### src/rtl/seq_lock.sv
module seq_lock #(
  parameter int NUM_BTN = 4,
  parameter int KEY_LEN = 4,
  localparam int DW     = $clog2(NUM_BTN),
  localparam int CW     = KEY_LEN * DW,
  localparam int PW     = $clog2(KEY_LEN + 1)
) (
  input  logic               clk,
  input  logic               rst,
  input  logic               tick,
  input  logic [CW-1:0]      code,
  input  logic [NUM_BTN-1:0] btn_n,
  output logic [6:0]         disp5,
  output logic [6:0]         disp4,
  output logic [6:0]         disp3,
  output logic [6:0]         disp2,
  output logic [6:0]         disp1,
  output logic [6:0]         disp0
);
  localparam logic [PW-1:0] UNLOCKED = PW'(KEY_LEN);

  localparam logic [6:0] SEG_O = 7'b1000000;
  localparam logic [6:0] SEG_P = 7'b0001100;
  localparam logic [6:0] SEG_E = 7'b0000110;
  localparam logic [6:0] SEG_N = 7'b0101011;
  localparam logic [6:0] SEG_C = 7'b1000110;
  localparam logic [6:0] SEG_L = 7'b1000111;
  localparam logic [6:0] SEG_S = 7'b0010010;
  localparam logic [6:0] SEG_D = 7'b0100001;
  localparam logic [6:0] SEG_X = 7'b1111111;

  logic [PW-1:0]      progress;
  logic [NUM_BTN-1:0] held;
  logic [NUM_BTN-1:0] down;
  logic [NUM_BTN-1:0] fresh;
  logic [DW-1:0]      want;
  logic               hit;
  logic               is_open;

  assign down    = ~btn_n;
  assign fresh   = down & ~held;
  assign is_open = (progress == UNLOCKED);

  always_comb begin
    int idx;
    idx  = is_open ? 0 : int'(progress);
    want = code[idx*DW +: DW];
  end

  assign hit = $onehot(down) && down[want];

  always_ff @(posedge clk) begin
    if (rst) begin
      progress <= '0;
      held     <= '0;
    end else if (tick) begin
      held <= down;
      if (|fresh)
        progress <= (is_open || !hit) ? '0 : progress + PW'(1);
    end
  end

  assign disp5 = is_open ? SEG_O : SEG_C;
  assign disp4 = is_open ? SEG_P : SEG_L;
  assign disp3 = is_open ? SEG_E : SEG_O;
  assign disp2 = is_open ? SEG_N : SEG_S;
  assign disp1 = is_open ? SEG_X : SEG_E;
  assign disp0 = is_open ? SEG_X : SEG_D;
endmodule

### config.mk
export PLATFORM = sky130hd
export DESIGN_NAME = seq_lock
export DESIGN_NICKNAME = d
export VERILOG_FILES = /design/src/rtl/seq_lock.sv
export SDC_FILE = /design/constraint.sdc
export NUM_CORES = 1
export LEC_CHECK = 0
export ABC_CLOCK_PERIOD_IN_PS = 2900
export CORE_ASPECT_RATIO = 1.5
export CORE_UTILIZATION = 37
export CTS_CLUSTER_SIZE = 12
export DETAILED_ROUTE_END_ITERATION = 10
export PLACE_DENSITY_LB_ADDON = 0.05
export SLEW_MARGIN = 15
export SYNTH_ARGS = -nofsm -noshare
export SYNTH_HDL_FRONTEND = slang
export SYNTH_SLANG_ARGS = --single-unit
export TNS_END_PERCENT = 5
### constraint.sdc
create_clock -name clk -period 2.9 [get_ports clk]
set_input_delay 0.58 -clock clk [delete_from_list [all_inputs] [get_ports clk]]
set_output_delay 0.58 -clock clk [all_outputs]
set_load 0.02 [all_outputs]
### Word level (Yosys, flattened, before mapping)

Index checks and enable logic that the tools add are counted.
Widths: inputs -> output; s select.

* add/sub/neg operators: 4
* $mul: 0
* div/mod/pow operators: 0
* magnitude comparators: 1
* eq/ne operators: 2
* shift-type cells: 1
* muxes and demuxes: 10
* bitwise logic cells: 3
* reduce and logical (&&, ||, !) cells: 5

Operators by type and width (number)
* $mux 7: 4
* $mux 3: 3
* $not 4->4: 2
* $shiftx 8x5->2: 1
* $mux 6: 1
* $add 1x1->2: 2
* $and 4x4->4: 1
* $reduce_or 4->1: 1
* $add 2x2->3: 1
* $add 3x1->3 const B: 1
* $eq 3x1->1 const B: 1
* $eq 3x3->1 const B: 1
* $lt 2x3->1 const B: 1
* $bmux 1 s2: 1
* $reduce_and 2->1: 1
* $logic_and 1x1->1: 1
* $logic_not 1->1: 1
* $logic_or 1x1->1: 1
* $mux 1: 1

* register bits: 7
* latch bits: 0
* memory bits (writable): 0
* ROM bits: 0
* memories: 0

### Longest topological paths before layout

* depth in word-level cells: 9
* depth in mapped cells: 10
* depth with buffers taken out: 10

### Worst setup path before layout

OpenSTA, ideal clock, no wires.

* kind: input -> register
* start: input btn_n[0]
* end: register progress[0]
* setup time: 70 ps
* data arrival time: 2518 ps
* setup slack: 312 ps
* stages on the path: 9
* buffers on the path: 0
* path through: fa_1 > inv_1 > ha_1 > ha_1 > nor2_1 > nand3_1 > or4_1 > o311ai_0 > a21boi_1

* word-level cells in the longest chain between the ends: 8
* elaborated cells on any way between the ends: 13

Ends and longest elaborated chain
* start, declared: line 12 `input logic [NUM_BTN-1:0] btn_n,`
* $not 4->4 (*): line 40 `assign down = ~btn_n;`
* $add 1x1->2 (implied by the code): line 50 `assign hit = $onehot(down) && down[want];`
* $add 2x2->3 (implied by the code): line 50
* $eq 3x1->1: line 50
* $logic_and 1x1->1: line 50
* $logic_not 1->1: line 59 `progress <= (is_open || !hit) ? '0 : progress + PW'(1);`
* $logic_or 1x1->1: line 59
* $mux 3: line 59
* end signal, assigned: line 59
* end, declared: line 32 `logic [PW-1:0] progress;`

Mark *: on every way between the ends. The rest lies on a longest branch, timed or not. The select of a mux whose other input is x is not followed.
A chain may end at the register's enable or synchronous reset.

### Final worst setup path

* start: register progress[0]
* end: output disp1[4]

* word-level cells in the longest chain between the ends: 2

Ends and longest elaborated chain
* $eq 3x3->1: line 42 `assign is_open = (progress == UNLOCKED);`
* $mux 7: line 67 `assign disp1 = is_open ? SEG_X : SEG_E;`
* end, declared: line 17 `output logic [6:0] disp1,`

Every way passes these cells.

==> results.md <==
- FF/Latch Area: 140 sq um
- Later-pin clock latency in the skew report: 0.24 ns
- Clock Skew: 0.00108 ns
- Non-Filler Instances: 157
- Post-synthesis sequential area ratio: 15.4%
- Adder and majority cell fraction of the synthesized area: 7.70%
- Area of the multi-input gates: 520 sq um
- Post-synthesis cell type count: 38
- Status: complete, no violations
- PortBufs: 37
- Fin. Hold Viols: 0
- Initial antenna violation count: 0
- Hold WS: 0.479 ns
- Fillers: 223
- Cell count after placement: 152
- Endpoints failing setup: 0
- CTS Buffer Depth: 2
- Post-route ant nets: 0
- Achievable frequency: 389 MHz
- Final worst-path cycle share: 88.7%
- Iteration-0 DRC Markers: 14
- Most frequent cells in the layout: 34 x clkdlybuf4s50_1, 19 x conb_1, 7 x dfxtp_1, 7 x buf_4, 6 x nor2_1
- Number of synthesis warnings: 0
- Slew Viols, Final: 0
- Post-CTS Hold Fix Bufs: 0
- Finished Cell Area: 0.00117 sq mm
- Post-route setup TNS: 0 ns
- Setup Crit Path Kind: reg -> out
- Final min period: 2.57 ns
- Die Ht: 62.7 um
- Maximum vdd drop: 0.261 mV
- Via count: 750
- Dpl hpwl: 1.41 mm
- Largest net degree at the start of global routing: 20
- Synthesis-to-finish area growth: 29.2%
- # DRC: 0
- Largest family of logic cells by synthesized area: buffers and inverters
- Commonest non-fill, non-tap cell in the layout: clkdlybuf4s50_1
- Crit-path max FO: 19
- Post-layout util: 51.4%
- P_leak: 0.511 nW
- Clock Sink Count: 7
- Number of global-route vias before repair: 682
- Tot Pwr: 339 uW
- RSZ-0062 raised after global routing: false
- Setup crit end kind: output pin
- Post-synthesis compound-gate area fraction: 18.7%
- Clock-pin slew on the worst setup and hold paths: 0.05 ns
- Layout Nets: 155
- Num ports: 57
- XOR/XNOR Fraction of Synth Area: 0%
- DIE AREA: 0.00266 sq mm
- Simple-gate share of the synthesized area: 14.2%
- GRT Total Usage: 14.4%
- Number of antenna repair diodes: 0
- Global-route wire length before repair: 3.04 mm
- Detailed Route WL: 1.77 mm
- Worst reg2reg path startpoint: progress[0]
- P per Cell Area: 288 mW/mm^2
- Initial core utilization: 39.8%
- Syn avg cell area: 8.05 sq um
- CP arrival: 1.99 ns
- Critical path startpoint: progress[0]
- Layout cells sized above 1: 16.4%
- DIE WIDTH: 42.5 um
- Core area: 0.00229 sq mm
- Max Cap Violations: 0
- Hold Crit Start: held[1]
- Hold crit path type: reg -> reg
- Pre-CTS setup slack: -0.349 ns
- Yosys reg bits: 7
- WL per Instance: 11.3 um
- Multiplexer share of the synthesized area: 3.71%
- Placed Area: 0.00109 sq mm
- Grt ovf: 0
- H-tree depth: 1
- Vias per Instance: 4.78
- Core Rows: 21
- Syn Std Cell Area: 910 sq um
- Clock root buffer: clkbuf_4
- DRT Pass-1 Iters: 3
- Setup ws final: 0.328 ns
- Synth Instances: 113
- GPL Wtd Cong: 0.764
- CTS tree: yes
- Crit path launch type: flop
- Worst Path Required: 2.32 ns
- CTS buffer count: 3
-- layer usage --
metal  wire (um)  share of wire [%]  up-vias  track usage [%]
met5           0                  0        -                0
met4          14               0.79        0             3.13
met3         108                6.1        4             4.91
met2         951                 54       41             25.2
met1         692                 39      332             16.5
li1            -                  -      373                -
-- synthesized netlist by cell type --
cell       count  share of area, %
ha_1           4               5.5
nand3_1        1              0.55
a211o_1        1              0.96
o2111ai_1      2               1.9
buf_6          1               1.2
nand2_4        1               1.2
o41ai_1        1              0.96
and3b_2        1               1.1
clkbuf_1       1              0.41
nand2b_1       1              0.69
and2_1         2               1.4
dfxtp_1        7                15
a21oi_1        2               1.1
inv_2          1              0.41
o31a_1         1              0.96
a31oi_1        1              0.69
o21a_1         1              0.83
a21boi_1       1              0.83
mux2i_1        2               2.2
nor4b_1        2               1.9
conb_1         2              0.83
o21bai_1       1              0.83
buf_4         42                35
inv_4          1              0.69
a2bb2oi_1      1              0.96
o21ai_1        1              0.55
mux2i_2        1               1.5
nor2_1         6               2.5
fa_1           1               2.2
o311ai_0       1              0.96
a211oi_1       6               5.0
and2_2         1              0.83
a21boi_0       1              0.83
inv_1          5               2.1
o22ai_1        2               1.4
or3_1          1              0.69
nand2_1        4               1.7
or4_1          2               1.7
-- critical path, stage by stage (launching register included) --
cell and delay (ns):
dfxtp_1 0.54, inv_1 0.11, ha_1 0.28, nand2_4 0.16
inv_4 0.10, clkdlybuf4s50_1 0.55
-- where the power goes --
| group | internal [mW] | leakage, nW | switching, mW |
|---|---|---|---|
| logic | 0.0665 | 0.438 | 0.0768 |
| clock network | 0.0522 | 0.0150 | 0.0320 |
| registers | 0.103 | 0.0576 | 0.00878 |
-- path summary, 6_finish.rpt --
path,slack (ns),end,cells after the start
worst max register to register,0.36,progress[0],9
worst min-delay path,0.48,held[1],2
worst min register to register,0.48,held[1],2
worst max-delay path,0.33,disp1[4],5
-- sequential cells by signal (all words and copies together) (netlist names) --
register	flops
held	4
progress	3
-- cells by family after synthesis --
family / after synthesis
flip-flops: 7
other: 2
adder cells (fa/ha/maj): 5
buffers and inverters: 51
AO/OA/AOI/OAI: 23
multiplexers: 3
AND/OR/NAND/NOR: 22
-- repair_timing --
item / in CTS / in global routing
setup endpoints to repair: 3 / 3
pin swaps: 1 / 0
buffers inserted: 1 / 0
gates resized for setup: 4 / 8
-- final cells by class --
cell class | count | share of cell area [%]
well taps | 23 | 2.45
inverters | 7 | 2.45
flip-flops and latches | 7 | 11.9
multi-input cells | 72 | 44.3
clock buffers | 4 | 2.24
repair buffers | 44 | 36.6
Power figures use the tool's default switching activity.
